$ cat config.mk
export PLATFORM = sky130hd
export DESIGN_NAME = pport_hs
export DESIGN_NICKNAME = d
export VERILOG_FILES = /design/src/rtl/pport_pkg.sv /design/src/rtl/pport_ctrl.sv /design/src/rtl/pport_chan.sv /design/src/rtl/pport_hs.sv
export SDC_FILE = /design/constraint.sdc
export NUM_CORES = 1
export LEC_CHECK = 0
export ABC_AREA = 1
export ABC_CLOCK_PERIOD_IN_PS = 1380
export BUFFER_PORTS_ARGS = -buffer_cell sky130_fd_sc_hd__buf_2
export CAP_MARGIN = 10
export CORE_MARGIN = 2
export CORE_UTILIZATION = 48
export DETAILED_ROUTE_END_ITERATION = 6
export PLACE_DENSITY = 0.77
export SETUP_SLACK_MARGIN = 0.4
export SLEW_MARGIN = 5
export SYNTH_ARGS = -nofsm -noshare
export SYNTH_HDL_FRONTEND = slang
export SYNTH_SLANG_ARGS = --single-unit
$ cat constraint.sdc
create_clock -name clk -period 1.38 [get_ports clk]
set_input_delay 0.207 -clock clk [delete_from_list [all_inputs] [get_ports clk]]
set_output_delay 0.207 -clock clk [all_outputs]
set_load 0.02 [all_outputs]
$ cat src/rtl/pport_pkg.sv
package pport_pkg;
  localparam int PW   = 8;
  localparam int IDXW = $clog2(PW);

  typedef struct packed {
    logic a_hs;
    logic a_in;
    logic cu_in;
    logic b_hs;
    logic b_in;
    logic cl_in;
  } pport_cfg_t;

  localparam pport_cfg_t CFG_RESET = '{a_hs: 1'b0, a_in: 1'b1, cu_in: 1'b1,
                                       b_hs: 1'b0, b_in: 1'b1, cl_in: 1'b1};

  function automatic pport_cfg_t decode_mode(input logic [6:0] w);
    pport_cfg_t c;
    c.a_hs  = w[6] | w[5];
    c.a_in  = w[4];
    c.cu_in = w[3];
    c.b_hs  = w[2];
    c.b_in  = w[1];
    c.cl_in = w[0];
    return c;
  endfunction

  function automatic logic [PW-1:0] apply_bsr(input logic [PW-1:0] cur,
                                               input logic [IDXW:0] cmd);
    logic [PW-1:0] r;
    r = cur;
    r[cmd[IDXW:1]] = cmd[0];
    return r;
  endfunction
endpackage

$ cat src/rtl/pport_ctrl.sv
module pport_ctrl
  import pport_pkg::*;
(
  input  logic          clk,
  input  logic          rst_n,
  input  logic          ctl_wr,
  input  logic          pc_wr,
  input  logic [PW-1:0] wdata,
  output pport_cfg_t    cfg,
  output logic [PW-1:0] pc_latch,
  output logic          mode_wr
);
  logic bsr_wr;
  assign mode_wr = ctl_wr & wdata[PW-1];
  assign bsr_wr  = ctl_wr & ~wdata[PW-1];

  always_ff @(posedge clk or negedge rst_n) begin
    if (!rst_n) begin
      cfg      <= CFG_RESET;
      pc_latch <= '0;
    end else if (mode_wr) begin
      cfg      <= decode_mode(wdata[6:0]);
      pc_latch <= '0;
    end else if (bsr_wr) begin
      pc_latch <= apply_bsr(pc_latch, wdata[IDXW:0]);
    end else if (pc_wr) begin
      pc_latch <= wdata;
    end
  end

  AST_BSR_SINGLE_BIT: assert property (@(posedge clk) disable iff (!rst_n)
    bsr_wr |=> ($countones(pc_latch ^ $past(pc_latch)) <= 1));
  AST_BSR_KEEPS_CFG: assert property (@(posedge clk) disable iff (!rst_n)
    bsr_wr |=> $stable(cfg));
  AST_MODE_CLEARS_PC: assert property (@(posedge clk) disable iff (!rst_n)
    mode_wr |=> (pc_latch == '0));
endmodule

$ cat src/rtl/pport_chan.sv
module pport_chan #(
  parameter int W = 8
) (
  input  logic         clk,
  input  logic         rst_n,
  input  logic         hs_en,
  input  logic         dir_in,
  input  logic         clr,
  input  logic         wr_port,
  input  logic         rd_port,
  input  logic [W-1:0] wdata,
  input  logic [W-1:0] pins,
  input  logic         strobe_n,
  input  logic         inte,
  output logic [W-1:0] data_q,
  output logic         obf_n,
  output logic         ibf,
  output logic         intr
);
  logic obf_q, ibf_q, intr_q, strobe_q, rd_q;
  logic hs_out, hs_in, ack_low, stb_low, strobe_rise, ack_rise, stb_rise, rd_end;

  assign hs_out      = hs_en & ~dir_in;
  assign hs_in       = hs_en & dir_in;
  assign ack_low     = hs_out & ~strobe_n;
  assign stb_low     = hs_in & ~strobe_n;
  assign strobe_rise = ~strobe_q & strobe_n;
  assign ack_rise    = hs_out & strobe_rise;
  assign stb_rise    = hs_in & strobe_rise;
  assign rd_end      = rd_q & ~rd_port;

  always_ff @(posedge clk or negedge rst_n) begin
    if (!rst_n) begin
      data_q   <= '0;
      obf_q    <= 1'b0;
      ibf_q    <= 1'b0;
      intr_q   <= 1'b0;
      strobe_q <= 1'b1;
      rd_q     <= 1'b0;
    end else begin
      strobe_q <= strobe_n;
      rd_q     <= rd_port;
      if (clr) begin
        data_q <= '0;
        obf_q  <= 1'b0;
        ibf_q  <= 1'b0;
        intr_q <= 1'b0;
      end else begin
        if (wr_port && !dir_in) data_q <= wdata;
        else if (stb_low)       data_q <= pins;

        if (hs_out && wr_port) obf_q <= 1'b1;
        else if (ack_low)      obf_q <= 1'b0;

        if (stb_low)               ibf_q <= 1'b1;
        else if (hs_in && rd_end)  ibf_q <= 1'b0;

        if ((hs_out && wr_port) || (hs_in && rd_port)) intr_q <= 1'b0;
        else if (ack_rise || (stb_rise && ibf_q))      intr_q <= 1'b1;
      end
    end
  end

  assign obf_n = ~obf_q;
  assign ibf   = ibf_q;
  assign intr  = intr_q & inte;

  AST_OBF_ON_WRITE: assert property (@(posedge clk) disable iff (!rst_n)
    (hs_out && wr_port && !clr) |=> !obf_n);
  AST_ACK_FREES_OBF: assert property (@(posedge clk) disable iff (!rst_n)
    (ack_low && !wr_port && !clr) |=> obf_n);
  AST_IBF_ON_STB: assert property (@(posedge clk) disable iff (!rst_n)
    (stb_low && !clr) |=> ibf);
  AST_RD_CLEARS_INTR: assert property (@(posedge clk) disable iff (!rst_n)
    (hs_in && rd_port && !clr) |=> !intr);
  AST_RDEND_CLEARS_IBF: assert property (@(posedge clk) disable iff (!rst_n)
    (hs_in && rd_end && !stb_low && !clr) |=> !ibf);
  AST_WR_CLEARS_INTR: assert property (@(posedge clk) disable iff (!rst_n)
    (hs_out && wr_port && !clr) |=> !intr);
endmodule

$ cat src/rtl/pport_hs.sv
module pport_hs
  import pport_pkg::*;
(
  input  logic          clk,
  input  logic          rst_n,
  input  logic          cs_n,
  input  logic [1:0]    addr,
  input  logic          rd_n,
  input  logic          wr_n,
  input  logic [PW-1:0] wdata,
  output logic [PW-1:0] rdata,
  input  logic [PW-1:0] pa_in,
  output logic [PW-1:0] pa_out,
  output logic          pa_oe,
  input  logic [PW-1:0] pb_in,
  output logic [PW-1:0] pb_out,
  output logic          pb_oe,
  input  logic [PW-1:0] pc_in,
  output logic [PW-1:0] pc_out,
  output logic [PW-1:0] pc_oe
);
  localparam int HALF = PW / 2;

  logic wr_act, rd_act;
  logic wr_a, wr_b, wr_c, wr_ctl, rd_a, rd_b;
  pport_cfg_t cfg;
  logic [PW-1:0] pc_latch, a_q, b_q, pc_rd, strobe_mask;
  logic mode_wr;
  logic a_strobe_n, a_inte, a_obf_n, a_ibf, a_intr;
  logic b_obf_n, b_ibf, b_intr;

  assign wr_act = ~cs_n & ~wr_n;
  assign rd_act = ~cs_n & ~rd_n;
  assign wr_a   = wr_act & (addr == 2'd0);
  assign wr_b   = wr_act & (addr == 2'd1);
  assign wr_c   = wr_act & (addr == 2'd2);
  assign wr_ctl = wr_act & (addr == 2'd3);
  assign rd_a   = rd_act & (addr == 2'd0);
  assign rd_b   = rd_act & (addr == 2'd1);

  pport_ctrl u_ctrl (
    .clk(clk), .rst_n(rst_n), .ctl_wr(wr_ctl), .pc_wr(wr_c), .wdata(wdata),
    .cfg(cfg), .pc_latch(pc_latch), .mode_wr(mode_wr)
  );

  assign a_strobe_n = cfg.a_in ? pc_in[4] : pc_in[6];
  assign a_inte     = cfg.a_in ? pc_latch[4] : pc_latch[6];

  pport_chan #(.W(PW)) u_chan_a (
    .clk(clk), .rst_n(rst_n), .hs_en(cfg.a_hs), .dir_in(cfg.a_in), .clr(mode_wr),
    .wr_port(wr_a), .rd_port(rd_a), .wdata(wdata), .pins(pa_in),
    .strobe_n(a_strobe_n), .inte(a_inte),
    .data_q(a_q), .obf_n(a_obf_n), .ibf(a_ibf), .intr(a_intr)
  );

  pport_chan #(.W(PW)) u_chan_b (
    .clk(clk), .rst_n(rst_n), .hs_en(cfg.b_hs), .dir_in(cfg.b_in), .clr(mode_wr),
    .wr_port(wr_b), .rd_port(rd_b), .wdata(wdata), .pins(pb_in),
    .strobe_n(pc_in[2]), .inte(pc_latch[2]),
    .data_q(b_q), .obf_n(b_obf_n), .ibf(b_ibf), .intr(b_intr)
  );

  always_comb begin
    pc_out      = pc_latch;
    pc_oe       = {{HALF{~cfg.cu_in}}, {HALF{~cfg.cl_in}}};
    strobe_mask = '0;
    if (cfg.a_hs) begin
      pc_out[3] = a_intr;
      pc_oe[3]  = 1'b1;
      if (cfg.a_in) begin
        pc_out[5] = a_ibf;   pc_oe[5] = 1'b1;
        pc_oe[4]  = 1'b0;    strobe_mask[4] = 1'b1;
      end else begin
        pc_out[7] = a_obf_n; pc_oe[7] = 1'b1;
        pc_oe[6]  = 1'b0;    strobe_mask[6] = 1'b1;
      end
    end
    if (cfg.b_hs) begin
      pc_out[1] = cfg.b_in ? b_ibf : b_obf_n;
      pc_oe[1]  = 1'b1;
      pc_out[0] = b_intr;
      pc_oe[0]  = 1'b1;
      pc_oe[2]  = 1'b0;
      strobe_mask[2] = 1'b1;
    end
  end

  always_comb begin
    for (int i = 0; i < PW; i++) begin
      if (pc_oe[i])            pc_rd[i] = pc_out[i];
      else if (strobe_mask[i]) pc_rd[i] = pc_latch[i];
      else                     pc_rd[i] = pc_in[i];
    end
  end

  always_comb begin
    rdata = '0;
    if (rd_act) begin
      case (addr)
        2'd0:    rdata = (cfg.a_in && !cfg.a_hs) ? pa_in : a_q;
        2'd1:    rdata = (cfg.b_in && !cfg.b_hs) ? pb_in : b_q;
        2'd2:    rdata = pc_rd;
        default: rdata = '0;
      endcase
    end
  end

  assign pa_out = a_q;
  assign pa_oe  = ~cfg.a_in;
  assign pb_out = b_q;
  assign pb_oe  = ~cfg.b_in;

  AST_MODE_CLEARS_PORTS: assert property (@(posedge clk) disable iff (!rst_n)
    mode_wr |=> (pa_out == '0 && pb_out == '0));
  AST_IDLE_BUS_QUIET: assert property (@(posedge clk) disable iff (!rst_n)
    cs_n |-> (rdata == '0));
endmodule

* After elaboration in Yosys (flattened, before gate mapping)
Cells that the tools add are included.
** Storage, ports and cells
- Bits in latches :: 0
- Output and inout port bits :: 42
- Bits in read-only memories :: 0
- Word-level logic and storage cells :: 163
- Memories :: 0
- Bits in registers :: 40
- RAM bits :: 0
** Cells by class
- $add $sub $neg :: 0
- $lt $le $gt $ge :: 2
- Bitwise operators :: 45
- Multipliers :: 0
- Eq/ne operators :: 3
- Shift-type cells :: 0
- Div/mod/pow operators :: 0
- Reduce and logical (&&, ||, !) cells :: 31
- Mux-type cells :: 63
** Operators with widths (number)
- 8-bit 2-to-1 mux :: 12
- 1-bit 2-to-1 mux :: 43
- 1-bit AND :: 28
- 3-bit nonzero test :: 9
- 8-bit one-hot mux with 3 select lines :: 1
- 1-bit NOT :: 16
- 1-bit logical AND :: 13
- 8-bit bitwise mux :: 1
- 2-bit 2-to-1 mux :: 3
- 5-bit 2-to-1 mux :: 1
- 2-bit equality test, second input constant :: 2
- 1-bit logical NOT :: 4
- 1-bit logical OR :: 4
- 3-bit by 4-bit < comparator with 1-bit output, second input constant :: 1
- 1-bit demux with 3-bit select :: 1
- 3-bit by 1-bit >= comparator with 1-bit output, second input constant :: 1
- 3-bit 2-to-1 mux :: 1
- 2-bit by 1-bit equality test with 1-bit output, second input constant :: 1
- 2-bit logical NOT :: 1
- 1-bit bitwise OR :: 1

* Logic depth before layout (Yosys ltp)
Gate-level depths: netlist (run 1).
- Depth in word-level cells :: 9
- Depth in mapped cells :: 9

* Modules after synthesis
A second synthesis (run 1) with hierarchy kept.
** Second synthesis, totals
- Cells, all modules :: 472
- Area, all modules :: 2925.3 um^2
** By module, submodules not included
- pport_chan :: sequential area each 326.6 um^2, cells an instance 88, times used 2, area an instance 686.9 um^2
- pport_hs :: sequential area each 0.0 um^2, cells an instance 186, times used 1, area an instance 788.3 um^2
- pport_ctrl :: sequential area each 355.3 um^2, cells an instance 110, times used 1, area an instance 763.2 um^2

* Least setup slack after synthesis (run 1)
Ideal clock, no wire load.
- Path type :: reg-to-output
- From :: register u_ctrl.cfg[4] (netlist name)
- To :: output port rdata[5]
- Path buffers :: 1
- Setup slack :: -618 ps
- Arrival time :: 1791 ps
- Stages on the path, launching flop included :: 8
- Cells stage by stage :: dfstp_2 -> buf_4 -> nand2_1 -> o21ai_0 -> nor2_1 -> nor2_1 -> nor2_1 -> nor2_1
** Between the ends
- Word-level cells in the longest chain between the ends :: 5
** RTL lines
- 1-bit 2-to-1 mux :: RTL line pport_hs.sv:70 : if (cfg.a_in) begin
- 1-bit 2-to-1 mux :: RTL line pport_hs.sv:67 : if (cfg.a_hs) begin
- via pc_out[5] :: RTL line pport_hs.sv:19 : output logic [PW-1:0] pc_out,
- 1-bit 2-to-1 mux :: RTL line pport_hs.sv:90 : if (pc_oe[i]) pc_rd[i] = pc_out[i];
- 8-bit one-hot mux with 3 select lines :: RTL line pport_hs.sv:99 : case (addr)
- 8-bit 2-to-1 mux :: RTL line pport_hs.sv:98 : if (rd_act) begin
- end: declaration :: RTL line pport_hs.sv:11 : output logic [PW-1:0] rdata,
The timed path passes the listed nets, and every way through them passes these cells.

* Final worst setup path (run 1)
- From :: register u_ctrl.cfg[4] (netlist name)
- To :: output port rdata[6]
** Between the ends
- Word-level cells in the longest chain between the ends :: 6
** RTL lines
- 1-bit 2-to-1 mux :: RTL line pport_hs.sv:70
- 1-bit 2-to-1 mux :: RTL line pport_hs.sv:67
- 1-bit 2-to-1 mux :: RTL line pport_hs.sv:91 : else if (strobe_mask[i]) pc_rd[i] = pc_latch[i];
- 1-bit 2-to-1 mux :: RTL line pport_hs.sv:90
- 8-bit one-hot mux with 3 select lines (*) :: RTL line pport_hs.sv:99
- 8-bit 2-to-1 mux (*) :: RTL line pport_hs.sv:98
Mark *: on every way between the ends. The rest lies on a longest branch, timed or not.

==> flow_summary.json, run 1 <==
{
  "ios": 81,
  "endpoint_kind": "output port",
  "grt_first_pass_wirelength_um": 18300,
  "hold_slack_ns": 0.00578,
  "violations": "DRC, setup timing",
  "crit_buf_inv": 2,
  "fp.coreArea_um2": 5850,
  "die_w_um": 81.5,
  "netlist_area_um2": 2880,
  "htreeDepth": 2,
  "drtPass1Iterations": 7,
  "path_max_fanout": 5,
  "via_per_inst": 6.06,
  "yosys_warnings": 0,
  "wl_um": 14400,
  "clock-sinks": 40,
  "clockBufferDepth": 2,
  "placed_cells": 640,
  "port_buffers": 80,
  "antenna_found_initial": 0,
  "vias": 4157,
  "drive_gt1_frac": 0.519,
  "period_needed_ns": 2.16,
  "start_kind": "register",
  "gr-total-overflow": 0,
  "worstPathRequired_ns": 1.17,
  "post_drt_wl_per_cell_um": 21.0,
  "tightest_slew_ns": 0.475,
  "p_per_area_nw_per_um2": 1310,
  "ys_types": 27,
  "clk_latency_ns": 0.32,
  "seq_area_frac_synth": 0.350,
  "grt_start_max_net_pins": 41,
  "crit_family": "simple AND/OR/NAND/NOR gates",
  "layout_common_cells": "103 x nand2_1, 88 x buf_6, 58 x inv_1",
  "synth_cells": 448,
  "root_buffer": "clkbuf_8",
  "syn-num-nets": 487,
  "drtIter0Drc": 478,
  "drc_errors": 27,
  "diodes": 0,
  "stdcell_area_um2": 5170,
  "fin_nets": 649,
  "fin_setup_tns_ns": -14.62,
  "die_y_um": 81.5,
  "critPathKind": "reg -> out",
  "min_path_type": "in -> reg",
  "ir_drop_uv": 953,
  "grt_pass1_vias": 3837,
  "placed_cell_area_um2": 3960,
  "drt.antenna.violating_nets": 0,
  "clock_skew_ns": 0.00699,
  "maxSlewHeadroom": 0.682,
  "worst_slack_ns": -0.778,
  "dp_hpwl_um": 7380,
  "cp_cell_sequence": "inv_4 -> nand2_4 -> nand2_4 -> nand2_1 -> nand2_1 -> nor2_2 -> nor2_1 -> nor2_2 -> buf_6",
  "crit_slowest_cell": "dfstp_2",
  "syn_to_final_growth_pct": 79.5,
  "clkTransAtPathRegs_ns": 0.09,
  "hold_viol": 0,
  "mostFrequentLayoutCell": "nand2_1",
  "start_util": 0.492,
  "maxCapViolCount": 0,
  "rows": 28,
  "track_usage": 0.369,
  "ys_seq_elements": 40,
  "slowest_delay_ns": 0.65,
  "finalSetupViolations": 43,
  "tritoncts": "built",
  "dieArea_um2": 6640,
  "fmax_mhz": 463,
  "gp_congestion": 0.922,
  "cts_made_buffers": 5,
  "arrival_ns": 1.95,
  "cellLeakagePower_nw": 2.68,
  "syn_avg_cell_area_um2": 6.43,
  "rsz0062_at_grt": "yes",
  "period_share": 1.56,
  "layout.cells.non_filler": 686,
  "status": "finished, violations left",
  "slew_viol_final": 0
}
## worst reg2reg max path: stages (launching register included)
cell	delay (ns)
dfstp_2	0.65
inv_4	0.09
buf_6	0.13
buf_6	0.10
buf_6	0.10
buf_6	0.10
buf_6	0.10
buf_6	0.10
buf_6	0.10
buf_6	0.10
buf_6	0.10
o21ai_2	0.15
## cell usage after synthesis, drive strengths merged
library cell | count | area (um2)
o211ai | 2 | 15.0
nor3 | 5 | 25.0
dfrtp | 34 | 851
a31oi | 1 | 6.26
nor2 | 43 | 188
or2 | 1 | 6.26
a21oi | 11 | 66.3
inv | 76 | 285
dfstp | 6 | 158
o21ai | 61 | 305
nand4 | 3 | 18.8
nand2 | 142 | 546
nand3b | 2 | 15.0
buf | 16 | 123
nand3 | 45 | 273
## metal layers
metal  GRT usage  wire length, um  part of all wire  vias to the layer above
met5           0                0                 0                        -
met2       0.625             6860              0.48                      372
li1            -                -                 -                     1736
met1       0.411             4800              0.33                     1922
met3       0.108             1630              0.11                      127
met4       0.212             1130             0.079                        0
## sequential cells by signal, indices dropped and copies added, names as in the netlist
name and flops:
u_chan_b.rd_q 1, u_chan_a.strobe_q 1, u_chan_b.obf_q 1, u_chan_a.intr_q 1, u_chan_a.obf_q 1, u_chan_a.data_q 8
u_chan_a.ibf 1, u_chan_b.ibf 1, u_ctrl.pc_latch 8, u_chan_a.rd_q 1, u_chan_b.data_q 8, u_chan_b.strobe_q 1
u_chan_b.intr_q 1, u_ctrl.cfg 6
## worst paths after layout
path | startpoint | end | slack, ns | depth (start not counted)
hold / removal | pc_in[2] | u_chan_b.strobe_q | 0.006 | 1
setup reg to reg | u_ctrl.cfg[4] | u_ctrl.cfg[4] | -0.52 | 11
hold reg to reg | u_ctrl.pc_latch[1] | u_ctrl.pc_latch[1] | 0.52 | 2
setup / recovery | u_ctrl.cfg[4] | rdata[6] | -0.78 | 9
min in group asynchronous | rst_n | u_ctrl.pc_latch[1] | 0.37 | 3
max in group asynchronous | rst_n | u_ctrl.cfg[4] | 0.72 | 3
## stage by stage
stage | power [mW] | utilization | setup slack [ns]
6_report | 6.75 | 0.884 | -0.778
5_1_grt | 7.00 | 0.884 | -0.796
4_1_cts | 6.10 | 0.825 | -0.512
3_5_place_dp | 4.31 | 0.677 | -0.251
3_3_place_gp | 4.26 | 0.677 | -0.214
2_1_floorplan | 3.27 | - | -0.166
## timing repair
item                                    CTS  global route
hold buffers                              1             0
pin swaps                                35            42
resized for setup                       160            78
setup buffers                            24            11
cloned                                    2             0
endpoints found under the setup margin   76            78
endpoints found under the hold margin    34             0
## logic make-up after synthesis
kind of cell           Yosys count  synth area share
AOI/OAI and AO/OA               75             0.136
and+or+nand+nor                241             0.372
DFF                             40             0.350
buffers and inverters           92             0.142
## final cells by class
class	count	area, um2
clock buffers	8	90.1
fillers	251	679
inverters	76	315
multi-input cells	317	2000
flip-flops and latches	40	1010
well taps	75	93.8
repair buffers	170	1660
## report_power, final
| part | leakage [nW] | internal, mW | total, mW | switching (mW) |
|---|---|---|---|---|
| logic | 2.16 | 1.89 | 4.06 | 2.17 |
| clock network | 0.0455 | 0.409 | 0.883 | 0.474 |
| registers | 0.475 | 1.49 | 1.80 | 0.315 |
(Power assumes the default switching activity.)
==> inputs of run 2 (changes only) <==
--- a/config.mk
+++ b/config.mk
@@ -5,12 +5,11 @@
 export SDC_FILE = /design/constraint.sdc
 export NUM_CORES = 1
 export LEC_CHECK = 0
-export ABC_AREA = 1
 export ABC_CLOCK_PERIOD_IN_PS = 1380
 export BUFFER_PORTS_ARGS = -buffer_cell sky130_fd_sc_hd__buf_2
 export CAP_MARGIN = 10
 export CORE_MARGIN = 2
-export CORE_UTILIZATION = 48
+export CORE_UTILIZATION = 47
 export DETAILED_ROUTE_END_ITERATION = 6
 export PLACE_DENSITY = 0.77
 export SETUP_SLACK_MARGIN = 0.4
==> flow_summary.json, run 2 <==
{
  "status": "finished, violations left",
  "violations": "setup timing",
  "diodes": 0,
  "placed_cells": 494,
  "layout_common_cells": "79 x buf_6, 49 x buf_4, 38 x buf_2",
  "slowest_delay_ns": 0.63,
  "ys_top_cells_by_area": "dfrtp_1 33%, mux2i_1 9.6%, o21ai_0 7.1%",
  "tightest_slew_ns": 0.422,
  "drive_gt1_frac": 0.605,
  "placed_cell_area_um2": 3590,
  "netlist_area_um2": 2600,
  "maxSlewHeadroom": 0.719,
  "dp_hpwl_um": 6660,
  "p_per_area_nw_per_um2": 1440,
  "synth_fa_ha_area_frac": 0,
  "fin_setup_tns_ns": -15.66,
  "synthArstFlopShare": 1.00,
  "reg2regPathDepth": 9,
  "rsz0062_at_grt": "yes",
  "drt.antenna.violating_nets": 0,
  "maxCapViolCount": 0,
  "clockBufferDepth": 2,
  "r2r_end": "u_chan_b.data_q[6]",
  "synth_top_cell_area_share": 0.327,
  "start_kind": "register",
  "synthSimpleGateAreaFrac": 0.165,
  "synth-edff-count": 0,
  "syn_to_final_growth_pct": 82.5,
  "clk_latency_ns": 0.31,
  "dieArea_um2": 6150,
  "die_y_um": 78.4,
  "synth.most_common_cell": "nand2_1",
  "wl_um": 13400,
  "hp-start": "pc_in[2]",
  "drc_errors": 0,
  "crit_buf_inv": 1,
  "antenna_found_initial": 0,
  "mostFrequentLayoutCell": "buf_6",
  "grt_first_pass_wirelength_um": 17100,
  "root_buffer": "clkbuf_8",
  "gr-total-overflow": 0,
  "grt_pass1_vias": 3302,
  "rrSetupSlack_ns": -0.44,
  "fin_util": 0.873,
  "worstPathRequired_ns": 1.17,
  "cp_cell_sequence": "nand2b_4 -> mux2i_1 -> o22a_1 -> o21ai_2 -> buf_4",
  "rows": 27,
  "vias": 3608,
  "drtPass1Iterations": 5,
  "ys_top_cells_by_count": "40 x nand2_1, 37 x o21ai_0, 34 x dfrtp_1",
  "ys_types": 49,
  "yosysTopAreaCell": "dfrtp_1",
  "path_max_fanout": 8,
  "port_buffers": 80,
  "fp.coreArea_um2": 5440,
  "fmax_mhz": 499,
  "clock_skew_ns": 0.0104,
  "gp_congestion": 0.920,
  "ys_seq_elements": 40,
  "crit_slowest_cell": "dfstp_2",
  "drtIter0Drc": 348,
  "htreeDepth": 2,
  "via_per_inst": 6.74,
  "min_delay_path_depth": 1,
  "grt_start_max_net_pins": 20,
  "tritoncts": "built",
  "ios": 81,
  "arrival_ns": 1.80,
  "layout.cells.non_filler": 535,
  "synth_compound_area_frac": 0.245,
  "fin_nets": 501,
  "cts_made_buffers": 5,
  "yosys_warnings": 0,
  "synth.area.mux_share": 0.126,
  "hold_viol": 0,
  "cellLeakagePower_nw": 2.29,
  "power.total_mw": 6.85,
  "start_util": 0.478,
  "top_regs": "u_chan_a.data_q x8, u_chan_b.data_q x8, u_ctrl.pc_latch x8",
  "synth-main-ff-cell": "dfrtp_1",
  "synth_cells": 305,
  "hold_slack_ns": 0.0857,
  "clock-sinks": 40,
  "track_usage": 0.368,
  "syn-num-nets": 344,
  "syn_avg_cell_area_um2": 8.53,
  "crit_family": "flip-flops",
  "startpoint": "u_ctrl.cfg[4]",
  "period_share": 1.45,
  "critPathKind": "reg -> out",
  "synth_xor_area_frac": 0,
  "worst_slack_ns": -0.623,
  "whs_endpoint": "u_chan_b.strobe_q",
  "finalSetupViolations": 46,
  "clkTransAtPathRegs_ns": 0.10,
  "place_ws_ns": -0.324,
  "period_needed_ns": 2.00,
  "slew_viol_final": 0,
  "synth_top_family_by_area": "compound AO/OA/AOI/OAI gates",
  "die_w_um": 78.4,
  "endpoint_kind": "output port",
  "seq_area_frac_synth": 0.388,
  "min_path_type": "in -> reg",
  "ir_drop_uv": 847,
  "post_drt_wl_per_cell_um": 25.1,
  "rr_startpoint": "u_ctrl.cfg[1]",
  "stdcell_area_um2": 4750
}
## run 2: cell type report
cell class | count | area (um2)
inverter | 13 | 60.1
tap | 72 | 90.1
multi-input combinational | 227 | 1850
clock inverter | 3 | 46.3
timing repair buffer | 175 | 1630
clock buffer | 5 | 68.8
fill | 228 | 689
sequential | 40 | 1010
## run 2: per-layer routing
metal,vias up,global-route usage,routed length [um]
li1,1407,-,-
met1,1700,0.434,4840
met2,391,0.627,6230
met3,110,0.0943,1390
met4,0,0.174,959
met5,-,0,0
## run 2: logic make-up after synthesis
| group | Yosys count |
|---|---|
| AO/OA/AOI/OAI | 104 |
| buffers and inverters | 39 |
| flip-flops | 40 |
| multiplexers | 32 |
| AND/OR/NAND/NOR | 90 |
## run 2: worst max-delay path by stage
stage | to | depth (start not counted)
after global placement | rdata[3] | 7
after floorplan | rdata[7] | 6
final | rdata[6] | 5
after detailed placement | rdata[3] | 7
after CTS | rdata[2] | 6
after global routing | rdata[6] | 5
## run 2: where the power goes
part | total (mW) | internal (mW) | switching (mW)
sequential | 1.94 | 1.51 | 0.429
combinational | 3.86 | 1.95 | 1.91
clock | 1.05 | 0.546 | 0.507
total | 6.85 | 4.01 | 2.84
## run 2: repair_timing
item / 4_1_cts / 5_1_grt
setup endpoints to repair: 69 / 77
hold endpoints to repair: 10 / 0
hold buffers: 1 / 0
cloned: 4 / 0
resized for setup: 125 / 88
setup buffers: 12 / 16
pin swaps: 19 / 21
